--- config.mk ---
export PLATFORM = sky130hd
export DESIGN_NAME = txc_status_stack
export DESIGN_NICKNAME = d
export VERILOG_FILES = /design/src/rtl/txc_pkg.sv /design/src/rtl/txc_entry_fmt.sv /design/src/rtl/txc_store.sv /design/src/rtl/txc_halt_ctl.sv /design/src/rtl/txc_status_stack.sv
export SDC_FILE = /design/constraint.sdc
export NUM_CORES = 1
export LEC_CHECK = 0
export CORE_MARGIN = 1
export CORE_UTILIZATION = 56
export DETAILED_ROUTE_END_ITERATION = 10
export PLACE_DENSITY = 0.82
export SLEW_MARGIN = 10
export SYNTH_ARGS = -nofsm -noshare
export SYNTH_HDL_FRONTEND = slang
export SYNTH_SLANG_ARGS = --single-unit
export TNS_END_PERCENT = 10
--- constraint.sdc ---
create_clock -name clk -period 7.5 [get_ports clk]
set_clock_uncertainty 0.2 [all_clocks]
set_input_delay 1.5 -clock clk [delete_from_list [all_inputs] [get_ports clk]]
set_output_delay 1.5 -clock clk [all_outputs]
set_load 0.01 [all_outputs]
--- src/rtl/txc_pkg.sv ---
package txc_pkg;
   localparam int unsigned STAT_W  = 8;
   localparam int unsigned BIT_CPL = 7;
   localparam int unsigned BIT_IRQ = 6;
   localparam int unsigned BIT_JAB = 5;
   localparam int unsigned BIT_UND = 4;
   localparam int unsigned BIT_MCL = 3;
   localparam int unsigned BIT_OVF = 2;

   typedef logic [STAT_W-1:0] txc_stat_t;

   typedef struct packed {
      logic irq_req;
      logic jabber;
      logic underrun;
      logic max_coll;
   } txc_flags_t;

   function automatic txc_stat_t txc_pack(input txc_flags_t f);
      txc_stat_t s;
      s          = '0;
      s[BIT_CPL] = 1'b1;
      s[BIT_IRQ] = f.irq_req;
      s[BIT_JAB] = f.jabber;
      s[BIT_UND] = f.underrun;
      s[BIT_MCL] = f.max_coll;
      return s;
   endfunction
endpackage

--- src/rtl/txc_entry_fmt.sv ---
module txc_entry_fmt
   import txc_pkg::*;
(
   input  logic       done,
   input  txc_flags_t flags,
   output logic       record,
   output logic       fatal,
   output txc_stat_t  entry
);
   logic any_err;

   assign any_err = flags.jabber | flags.underrun | flags.max_coll;
   assign record  = done & (any_err | flags.irq_req);
   assign fatal   = done & (flags.jabber | flags.underrun);
   assign entry   = txc_pack(flags);
endmodule

--- src/rtl/txc_store.sv ---
module txc_store
   import txc_pkg::*;
#(
   parameter int unsigned DEPTH        = 4,
   parameter bit          NEWEST_FIRST = 1'b0,
   localparam int unsigned PW = (DEPTH > 1) ? $clog2(DEPTH) : 1,
   localparam int unsigned CW = $clog2(DEPTH + 1)
) (
   input  logic          clk,
   input  logic          rst_n,
   input  logic          clr,
   input  logic          push,
   input  logic          pop,
   input  txc_stat_t     din,
   output txc_stat_t     dout,
   output logic [CW-1:0] count,
   output logic          empty,
   output logic          full,
   output logic          drop
);
   logic          pop_ok;
   logic          push_ok;
   logic [CW-1:0] cnt_q;
   txc_stat_t     mem [DEPTH];

   assign empty   = (cnt_q == '0);
   assign full    = (cnt_q == CW'(DEPTH));
   assign count   = cnt_q;
   assign pop_ok  = pop & ~empty & ~clr;
   assign push_ok = push & ~clr & (~full | pop_ok);
   assign drop    = push & ~clr & full & ~pop_ok;

   always_ff @(posedge clk) begin
      if (!rst_n || clr) begin
         cnt_q <= '0;
      end else begin
         case ({push_ok, pop_ok})
            2'b10:   cnt_q <= cnt_q + CW'(1);
            2'b01:   cnt_q <= cnt_q - CW'(1);
            default: cnt_q <= cnt_q;
         endcase
      end
   end

   generate
      if (NEWEST_FIRST) begin : g_lifo
         logic [PW-1:0] top_idx;
         logic [PW-1:0] wr_idx;

         assign top_idx = PW'(cnt_q - CW'(1));
         assign wr_idx  = pop_ok ? top_idx : PW'(cnt_q);
         assign dout    = empty ? '0 : mem[top_idx];

         always_ff @(posedge clk) begin
            if (push_ok) mem[wr_idx] <= din;
         end
      end else begin : g_fifo
         logic [PW-1:0] rd_q;
         logic [PW-1:0] wr_q;

         function automatic logic [PW-1:0] nxt(input logic [PW-1:0] p);
            return (p == PW'(DEPTH - 1)) ? '0 : p + PW'(1);
         endfunction

         assign dout = empty ? '0 : mem[rd_q];

         always_ff @(posedge clk) begin
            if (!rst_n || clr) begin
               rd_q <= '0;
               wr_q <= '0;
            end else begin
               if (push_ok) wr_q <= nxt(wr_q);
               if (pop_ok)  rd_q <= nxt(rd_q);
            end
         end

         always_ff @(posedge clk) begin
            if (push_ok) mem[wr_q] <= din;
         end
      end
   endgenerate

   // occupancy never exceeds the configured capacity
   p_cnt_bound_r11: assert property (@(posedge clk) disable iff (!rst_n)
      cnt_q <= CW'(DEPTH));

   // popping an empty store leaves it empty
   p_pop_empty_r4: assert property (@(posedge clk) disable iff (!rst_n)
      (pop && empty && !push && !clr) |=> empty);

   // push with pop on a full store keeps it full
   p_full_swap_r10: assert property (@(posedge clk) disable iff (!rst_n)
      (full && push && pop && !clr) |=> full);
endmodule

--- src/rtl/txc_halt_ctl.sv ---
module txc_halt_ctl (
   input  logic clk,
   input  logic rst_n,
   input  logic clr,
   input  logic fatal_evt,
   input  logic ovf_evt,
   output logic halt,
   output logic ovf
);
   always_ff @(posedge clk) begin
      if (!rst_n || clr) begin
         halt <= 1'b0;
         ovf  <= 1'b0;
      end else begin
         if (fatal_evt) halt <= 1'b1;
         if (ovf_evt)   ovf  <= 1'b1;
      end
   end

   // halt is sticky until a TX reset
   p_halt_hold_r8: assert property (@(posedge clk) disable iff (!rst_n)
      (halt && !clr) |=> halt);

   // TX reset releases halt and clears the lost flag
   p_clr_release_r9: assert property (@(posedge clk) disable iff (!rst_n)
      clr |=> (!halt && !ovf));

   // the lost flag is sticky until a TX reset
   p_ovf_hold_r7: assert property (@(posedge clk) disable iff (!rst_n)
      (ovf && !clr) |=> ovf);
endmodule

--- src/rtl/txc_status_stack.sv ---
module txc_status_stack
   import txc_pkg::*;
#(
   parameter int unsigned DEPTH        = 4,
   parameter bit          NEWEST_FIRST = 1'b0
) (
   input  logic       clk,
   input  logic       rst_n,
   input  logic       tx_done,
   input  logic       tx_irq_req,
   input  logic       tx_jabber,
   input  logic       tx_underrun,
   input  logic       tx_maxcoll,
   input  logic       pop_wr,
   input  logic       tx_reset,
   output logic [7:0] status_byte,
   output logic       txc_irq,
   output logic       tx_halt
);
   localparam int unsigned CW = $clog2(DEPTH + 1);

   generate
      if (DEPTH < 2) begin : g_bad_depth
         $error("txc_status_stack: DEPTH must be at least 2");
      end
   endgenerate

   txc_flags_t    flags;
   logic          record;
   logic          fatal;
   txc_stat_t     entry;
   txc_stat_t     top;
   logic [CW-1:0] count;
   logic          empty;
   logic          full;
   logic          drop;
   logic          ovf;

   assign flags = '{irq_req: tx_irq_req, jabber: tx_jabber,
                    underrun: tx_underrun, max_coll: tx_maxcoll};

   txc_entry_fmt u_fmt (
      .done   (tx_done),
      .flags  (flags),
      .record (record),
      .fatal  (fatal),
      .entry  (entry)
   );

   txc_store #(.DEPTH(DEPTH), .NEWEST_FIRST(NEWEST_FIRST)) u_store (
      .clk   (clk),
      .rst_n (rst_n),
      .clr   (tx_reset),
      .push  (record),
      .pop   (pop_wr),
      .din   (entry),
      .dout  (top),
      .count (count),
      .empty (empty),
      .full  (full),
      .drop  (drop)
   );

   txc_halt_ctl u_halt (
      .clk       (clk),
      .rst_n     (rst_n),
      .clr       (tx_reset),
      .fatal_evt (fatal),
      .ovf_evt   (drop),
      .halt      (tx_halt),
      .ovf       (ovf)
   );

   always_comb begin
      status_byte = top;
      if (!empty) status_byte[BIT_OVF] = top[BIT_OVF] | ovf;
   end

   assign txc_irq = ~empty;

   // empty store presents zero
   p_empty_zero_r5: assert property (@(posedge clk) disable iff (!rst_n)
      (count == '0) |-> (status_byte == 8'h00));

   // a held record always shows complete and zero low bits
   p_cpl_bit_r1: assert property (@(posedge clk) disable iff (!rst_n)
      txc_irq |-> (status_byte[BIT_CPL] && status_byte[1:0] == 2'b00));

   // a completion into a full store with no pop sets the lost flag
   p_full_drop_r7: assert property (@(posedge clk) disable iff (!rst_n)
      (full && record && !pop_wr && !tx_reset) |=> (status_byte[BIT_OVF] && txc_irq));

   // a fatal completion halts the transmitter on the next cycle
   p_fatal_halt_r8: assert property (@(posedge clk) disable iff (!rst_n)
      (tx_done && (tx_jabber || tx_underrun) && !tx_reset) |=> tx_halt);

   // a recordable completion leaves at least one record
   p_record_irq_r2: assert property (@(posedge clk) disable iff (!rst_n)
      (record && !tx_reset) |=> txc_irq);
endmodule

# ---- After elaboration in Yosys (flattened, before gate mapping)
# Memories as Yosys holds them, arrays and structs flattened. A register that Yosys moved wholly into a read port is not among the register bits.
# Cells that the tools add are included.
dict set report classes {
  addsub 4
  n_eq_ne 5
  n_mux 9
  bitwise 17
  reduce_logical 4
}
# op n
set op_table {}
lappend op_table {{AND 1 bit} 8}
lappend op_table {{two-way mux 2 bit} 4}
lappend op_table {{two-way mux 8 bit} 1}
lappend op_table {{equality test 2 bit (second input constant)} 3}
lappend op_table {{case mux 3 bit (2 select lines)} 1}
lappend op_table {{OR 1 bit} 5}
lappend op_table {{adder 2 x 1 -> 2 bit (second input constant)} 2}
lappend op_table {{inverter 1 bit} 4}
lappend op_table {{adder 3 x 1 -> 3 bit (second input constant)} 1}
lappend op_table {{equality test 3 bit (second input constant)} 1}
lappend op_table {{zero test 3 bit} 1}
lappend op_table {{two-way mux 1 bit} 3}
lappend op_table {{subtractor 3 x 1 -> 3 bit (second input constant)} 1}
lappend op_table {{equality test 2 x 1 -> 1 bit (second input constant)} 1}
lappend op_table {{nonzero test 2 bit} 1}
lappend op_table {{zero test 1 bit} 1}
lappend op_table {{logical OR 1 bit} 1}
dict set report word_totals {
  ff_bits 9
  ram_bits 16
  output_inout_bits 10
  memories 1
}
# memory words word_bits read_ports rd_ports_with_merged_regs wr line
set memory_table {}
lappend memory_table {u_store.mem 4 4 1 1 1 txc_store.sv:24} ;# txc_stat_t mem [DEPTH];

# ---- Depth between registers and ports, before layout
# Gate-level depths: netlist of run 1.
dict set report depth {
  ltp_word 8
  depth_mapped 9
  ltp_nobuf 9
}

# ---- By module
# Synthesis of run 1 repeated with hierarchy kept, for this count alone.
dict set report unflattened {
  cells_unflattened 128
  area_unflattened_um2 1890.6
}
# module instances cells_each area_per_inst_um2
set modules_own_cells {}
lappend modules_own_cells {txc_store 1 107 1724.2}
lappend modules_own_cells {txc_entry_fmt 1 12 86.3}
lappend modules_own_cells {txc_halt_ctl 1 7 68.8}
lappend modules_own_cells {txc_status_stack 1 2 11.3}

# ---- Least setup slack after synthesis of run 1
# Ideal clock, no wire load.
dict set report synth_path {
  path_type {input port to flip-flop}
  start {input tx_irq_req}
  end {register u_store.cnt_q[2], in the netlist u_store.count[2]}
  setup_time_ns 0.070
  arrival_time_ns 3.186
  slack_ns 4.044
  cell_stages 9
  n_path_buf 0
  cell_sequence {nor4_2 a211oi_4 inv_1 ha_1 inv_1 fa_1 xor2_1 or3_1 a21oi_1}
}
dict set report synth_between {
  elab_chain_cells 6
  elab_cells_between_ends 8
}
# element line
set synth_rtl {}
lappend synth_rtl {{from (decl)} txc_status_stack.sv:10} ;# input logic tx_irq_req,
lappend synth_rtl {{OR 1 bit (*)} txc_entry_fmt.sv:13} ;# assign record = done & (any_err | flags.irq_req);
lappend synth_rtl {{AND 1 bit (*)} txc_entry_fmt.sv:13}
lappend synth_rtl {{AND 1 bit (*) (2 in series)} txc_store.sv:30} ;# assign push_ok = push & ~clr & (~full | pop_ok);
lappend synth_rtl {{equality test 2 x 1 -> 1 bit or equality test 2 bit (tied branches)} txc_store.sv:37} ;# case ({push_ok, pop_ok})
lappend synth_rtl {{case mux 3 bit (2 select lines) or nonzero test 2 bit (tied branches)} n/a}
lappend synth_rtl {{to (signal assigned)} txc_store.sv:38} ;# 2'b10: cnt_q <= cnt_q + CW'(1);
lappend synth_rtl {{to (signal assigned)} txc_store.sv:39} ;# 2'b01: cnt_q <= cnt_q - CW'(1);
lappend synth_rtl {{to (signal assigned)} txc_store.sv:40} ;# default: cnt_q <= cnt_q;
lappend synth_rtl {{to (decl)} txc_store.sv:23} ;# logic [CW-1:0] cnt_q;
# Mark *: on every way between the ends. The rest lies on a longest branch, timed or not.
# A chain may end at the register's enable or synchronous reset.

# ---- Worst setup path in the final report of run 1
# Same ends and word-level chain as after synthesis.

==> metrics.md, run 1 <==
| Metric | Value |
|---|---|
| Run status | `finished clean` |
| Number of flops mapped to enable cells by yosys | `16` |
| Crit share post-route | `0.515` |
| Initial Utilization | `0.611` |
| CTS Buf Count | `3` |
| HP Class | `flip-flop to flip-flop` |
| Root Buffer | `clkbuf_4` |
| Setup violators final | `0` |
| DRT iter0 DRCs | `6` |
| Nets | `~130` |
| First-pass GRT wire length | `3.58 mm` |
| Core Region | `a little over 2000 um^2` |
| Worst skew pair latency | `0.32 ns` |
| Async S/R FF share, synth | `0` |
| Layout Area Growth over Synthesis | `16.3%` |
| Chip Width | `49.0 um` |
| Count of hold-fix buffers inserted at cts | `0` |
| IO Port Bufs | `16` |
| Row count | `16` |
| VDD IR-drop max | `between 0.0001 and 0.00015 V` |
| Io pins | `19` |
| Max Cap Viol | `0` |
| Setup crit start kind | `input pin` |
| Clk sinks | `27` |
| Htree depth | `1` |
| Drt wl/cell | `approximately 15 um` |
| Leak pwr | `slightly below 0.5 nW` |
| RSZ-0062 raised after global routing | `no` |
| Total grt overflow | `0` |
| Via Count | `between 700 and 800` |
| Hold path depth | `2` |
| Yosys reg bits | `27` |
| Final hold violation count | `0` |
| Critical Path, Cell by Cell | `clkdlybuf4s50_1 -> nor4_2 -> a211oi_4 -> inv_1 -> ha_1 -> inv_1 -> fa_1 -> xor2_1 -> or3_1 -> a21oi_1` |
| CP bufs+invs | `3` |
| Initial antenna violation count | `0` |
| Min Tclk post-route | `between 3 and 4 ns` |
| Internal power | `0.191 mW` |
| Non-Filler Instances | `approximately 140` |
| Combinational power share | `0.091` |
| Slowest CP cell | `clkdlybuf4s50_1` |
| Setup repair bufs after CTS | `0` |
| Register area share after synthesis | `0.567` |
| Most frequent cells in the layout | `clkdlybuf4s50_1 (16), edfxtp_1 (16), dfxtp_1 (11)` |
| Mapped Cells | `94` |
| Die Ht | `49.0 um` |
| F_max | `around 260 MHz` |
| CP Depth | `10` |
| Vias in the first global route | `767` |
| Total routed wirelength | `approximately 2.1 mm` |
| Detail Route Antenna Nets | `0` |
| Die area | `about 2400 um^2` |
| Tot Pwr | `0.243 mW` |
| Syn Area/Cell | `13.1 um^2` |
| Largest net degree at the start of global routing | `15` |
| Fin Setup TNS | `0 ns` |
| WS Path Type | `input pin to flip-flop` |
| Flop pwr share | `0.658` |
| Fill cells | `about 150` |
| Avg Vias per Cell | `5.44` |
| Synth warn | `0` |
| Worst R2R Path Depth | `9` |
| GRT Overall Usage | `0.206` |
| Switching power | `between 0.05 and 0.06 mW` |
| Largest stage delay, worst path | `around 0.50 ns` |
| Worst path top cell family by delay | `simple AND/OR/NAND/NOR gates` |
| GP Congestion | `about 0.76` |
| CP Capture Type | `flip-flop` |
| Library cells used by synthesis | `26` |
| CTS tree | `yes` |
| CP most frequent cell | `inv_1` |
| Switching Share | `0.216` |
| # diodes | `0` |
| DR pass1 iterations | `4` |
| Share of layout cells above drive strength 1 | `0.0982` |
| Post-CTS sizing | `0` |
| CP required | `~7.6 ns` |
| Data arrival, critical path | `just under 4 ns` |
| PD cells | `169 nW/um^2` |
| Final Max Tran Viols | `0` |
| Reg2reg setup slack | `a little over 5 ns` |
| Final HPWL from detailed placement | `1.64 mm` |
| Post-Syn Area | `between 1000 and 1500 um^2` |
| Clk pwr share | `0.250` |
| Clk slew on worst S/H paths | `about 0.13 ns` |
| Worst Path Max Fanout | `7` |
| Placed Cells | `roughly 140` |
| Top FF cell, synth | `edfxtp_1` |
| Clock Tree Buf Depth | `2` |
| DRC | `0` |
[state kept, by name (all words and copies together), names as in the netlist, named ones only]
register and cells:
u_store.g_fifo.wr_q 2, u_store.g_fifo.rd_q 2, u_halt.halt 1, u_store.count 3
u_store.mem 16, u_halt.ovf 1
[worst min-delay path, delay by kind of cell, from the launching register on]
kind	cells	cell delay (ns)
AO/OA/AOI/OAI	1	0.05
flip-flops	1	0.34
buffers and inverters	1	0.05
[cell families (layout without fill, tap and decap cells)]
| family | count (synthesis) | in the layout | share of synthesized area |
|---|---|---|---|
| AND/OR/NAND/NOR | 29 | 29 | 0.148 |
| adder cells (fa/ha/maj) | 7 | 7 | 0.0770 |
| XOR/XNOR | 2 | 2 | 0.0142 |
| buffers and inverters | 11 | 28 | 0.0426 |
| multiplexers | 6 | 6 | 0.0892 |
| AO/OA/AOI/OAI | 11 | 11 | 0.0588 |
| other | 1 | 2 | 0.00304 |
| flip-flops | 27 | 27 | 0.567 |
[per-stage QoR]
step	hold slack (ns)	setup WS, ns	cell area, um^2	utilization
5_1_grt	0.316	3.51	1440	0.710
4_1_cts	0.269	3.66	1440	0.710
3_3_place_gp	0.234	3.45	1410	0.697
6_report	0.269	3.64	1440	0.710
2_1_floorplan	0.232	4.04	1240	-
3_5_place_dp	0.251	3.32	1410	0.697
[final cells by class]
class | instances | area [um^2] | area share
Sequential cell | 27 | 701 | 0.488
Multi-Input combinational cell | 57 | 485 | 0.338
Timing Repair Buffer | 16 | 160 | 0.111
Tap cell | 27 | 33.8 | 0.0235
Inverter | 8 | 30.0 | 0.0209
Clock buffer | 4 | 26.3 | 0.0183
[routing by layer]
| metal | wire length (um) | up-vias | track usage |
|---|---|---|---|
| met3 | 58 | 4 | 0.0280 |
| li1 | - | 361 | - |
| met4 | 31 | 0 | 0.0735 |
| met2 | 1140 | 24 | 0.389 |
| met1 | 877 | 367 | 0.235 |
| met5 | 0 | - | 0 |
[final timing paths]
kind	from	endpoint
max	tx_irq_req	u_store.count[2]
min	u_halt.halt	u_halt.halt
max reg2reg	u_store.count[2]	u_store.count[2]
min reg2reg	u_halt.halt	u_halt.halt
[power groups by stage]
| stage | combinational, mW | clock (mW) | sequential (mW) |
|---|---|---|---|
| 6_report | 0.0223 | 0.0609 | 0.160 |
| 3_5_place_dp | 0.0221 | 0 | 0.164 |
| 4_1_cts | 0.0222 | 0.0615 | 0.160 |
| 2_1_floorplan | 0.0118 | 0 | 0.163 |
| 3_3_place_gp | 0.0213 | 0 | 0.163 |
| 5_1_grt | 0.0243 | 0.0672 | 0.161 |
[cells in the mapped netlist (all sizes together), types with 3 or more instances]
| library cell | number | share of area |
|---|---|---|
| and2 | 9 | 0.046 |
| o21ai | 4 | 0.016 |
| mux4 | 4 | 0.073 |
| nand2 | 3 | 0.0091 |
| nor2 | 4 | 0.012 |
| buf | 3 | 0.018 |
| inv | 8 | 0.024 |
| edfxtp | 16 | 0.39 |
| nand2b | 3 | 0.015 |
| dfxtp | 11 | 0.18 |
| ha | 6 | 0.061 |
| a21oi | 5 | 0.020 |
Note: power is estimated with default switching activity, not from simulation.
==> inputs of run 2 (changes only) <==
CORE_UTILIZATION = 52   (was 56)
PLACE_DENSITY = 0.77   (was 0.82)
clock period = 4 ns   (was 7.5 ns; I/O delays follow)
==> run 2 against run 1 <==
Compared with the run above:
- cell count is 0.72% higher
- non-clock buffer count stayed put
- utilization is 6.7 points lower
- global-route usage is 0.96 points lower
- sequential power is 88% higher
- via count is 2.8% lower
- hold slack better by 0.0058 ns
- register-to-register slack worse by 3.4 ns
- total power is 87% higher
- routed wire length is 5.3% lower
- largest cell class unchanged
==> metrics.md, run 2 (synthesis results as in run 1) <==
| Metric | Value |
|---|---|
| Largest stage delay, worst path | `around 0.50 ns` |
| Via Count | `about 740` |
| Worst path top cell family by delay | `simple AND/OR/NAND/NOR gates` |
| CTS Buf Count | `3` |
| Post-DP Area | `around 1400 um^2` |
| Layout Area Growth over Synthesis | `16.4%` |
| HP Class | `flip-flop to flip-flop` |
| Finished Cell Area | `about 1400 um^2` |
| Max Cap Viol | `0` |
| Post-CTS sizing | `0` |
| CP Capture Type | `flip-flop` |
| Count of hold-fix buffers inserted at cts | `0` |
| RSZ-0062 raised after global routing | `no` |
| Total routed wirelength | `around 2.0 mm` |
| Root Buffer | `clkbuf_4` |
| Detail Route Antenna Nets | `0` |
| Setup repair bufs after CTS | `0` |
| Chip Width | `50.7 um` |
| Largest net degree at the start of global routing | `15` |
| Final HPWL from detailed placement | `between 1.5 and 2 mm` |
| DRT iter0 DRCs | `5` |
| Final Core Density | `0.644` |
| WS Path Type | `input pin to flip-flop` |
| CP bufs+invs | `3` |
| Fill cells | `approximately 180` |
| CTS tree | `yes` |
| GP Congestion | `slightly above 0.8` |
| VDD IR-drop max | `about 0.00022 V` |
| CP most frequent cell | `inv_1` |
| IO Port Bufs | `16` |
| Fin Setup TNS | `0 ns` |
| Setup violators final | `0` |
| Die Ht | `roughly 50 um` |
| Most flops, register | `u_store.mem` |
| Tot Pwr | `0.454 mW` |
| Setup crit start kind | `input pin` |
| Initial Utilization | `0.553` |
| Die area | `~2600 um^2` |
| Non-Filler Instances | `between 100 and 150` |
| Clk slew on worst S/H paths | `around 0.13 ns` |
| PD cells | `roughly 320 nW/um^2` |
| # diodes | `0` |
| Data arrival, critical path | `3.13 ns` |
| Total grt overflow | `0` |
| Avg Vias per Cell | `~5.3` |
| Htree depth | `1` |
| Most frequent cells in the layout | `clkdlybuf4s50_1 (16), edfxtp_1 (16), dfxtp_1 (11)` |
| Clk sinks | `27` |
| Core Region | `~2200 um^2` |
| F_max | `between 300 and 400 MHz` |
| Final hold violation count | `0` |
| Io pins | `19` |
| Final Max Tran Viols | `0` |
| Drt wl/cell | `14.3 um` |
| Clock Tree Buf Depth | `2` |
| Max reg flops | `16` |
| Slowest CP cell | `clkdlybuf4s50_1` |
| Worst Path Max Fanout | `7` |
| Worst skew pair latency | `approximately 0.32 ns` |
| First-pass GRT wire length | `approximately 3.5 mm` |
| DRC | `0` |
| Vias in the first global route | `750` |
| Critical Path, Cell by Cell | `clkdlybuf4s50_1 -> nor4_2 -> a211oi_4 -> inv_1 -> ha_1 -> inv_1 -> fa_1 -> xor2_1 -> or3_1 -> a21oi_1` |
| Share of layout cells above drive strength 1 | `0.0982` |
| Nets | `between 100 and 150` |
| CP required | `4.06 ns` |
| Placed Cells | `about 140` |
| Run status | `finished clean` |
| DR pass1 iterations | `4` |
| Row count | `17` |
| Crit share post-route | `0.767` |
| Initial antenna violation count | `0` |
| Min Tclk post-route | `roughly 3.1 ns` |
| GRT Overall Usage | `0.196` |
| Leak pwr | `roughly 0.49 nW` |
==> run 2: through the flow <==
step           hold slack [ns]  worst slack [ns]
6_report                 0.275             0.932
5_1_grt                  0.294             0.793
4_1_cts                  0.275             0.935
3_5_place_dp             0.255             0.581
3_3_place_gp             0.248             0.654
2_1_floorplan            0.232              1.24
==> run 2: metal layers <==
metal	GRT usage	vias to the layer above	wire, um
met2	0.309	16	951
met1	0.255	355	940
met4	0.111	0	48
met5	0	-	0
met3	0.0364	4	57
li1	-	360	-
==> run 2: path summary, 6_finish.rpt <==
check	start	end	slack, ns	depth (start not counted)
worst max-delay path	tx_irq_req	u_store.count[2]	0.93	10
worst max register to register	u_store.count[2]	u_store.count[2]	1.65	9
worst min-delay path	u_halt.halt	u_halt.halt	0.27	2
worst min register to register	u_halt.halt	u_halt.halt	0.27	2
==> run 2: final cells by class <==
cell class	instances	area, um^2	area share
Clock buffer	4	26.3	0.0183
Timing Repair Buffer	16	160	0.111
Sequential cell	27	701	0.487
Inverter	8	30.0	0.0209
Multi-Input combinational cell	57	485	0.338
Tap cell	28	35.0	0.0244
==> run 2: tightest hold or removal path, stage by stage, from the launching register on <==
cell and delay, ns:
dfxtp_1 0.34, inv_1 0.05, a21oi_1 0.05
==> run 2: power breakdown <==
| part | leakage, nW | switching (mW) | internal [mW] |
|---|---|---|---|
| sequential | 0.234 | 0.00238 | 0.298 |
| combinational | 0.240 | 0.0201 | 0.0207 |
| clock | 0.0150 | 0.0742 | 0.0390 |
| total | 0.489 | 0.0966 | 0.358 |
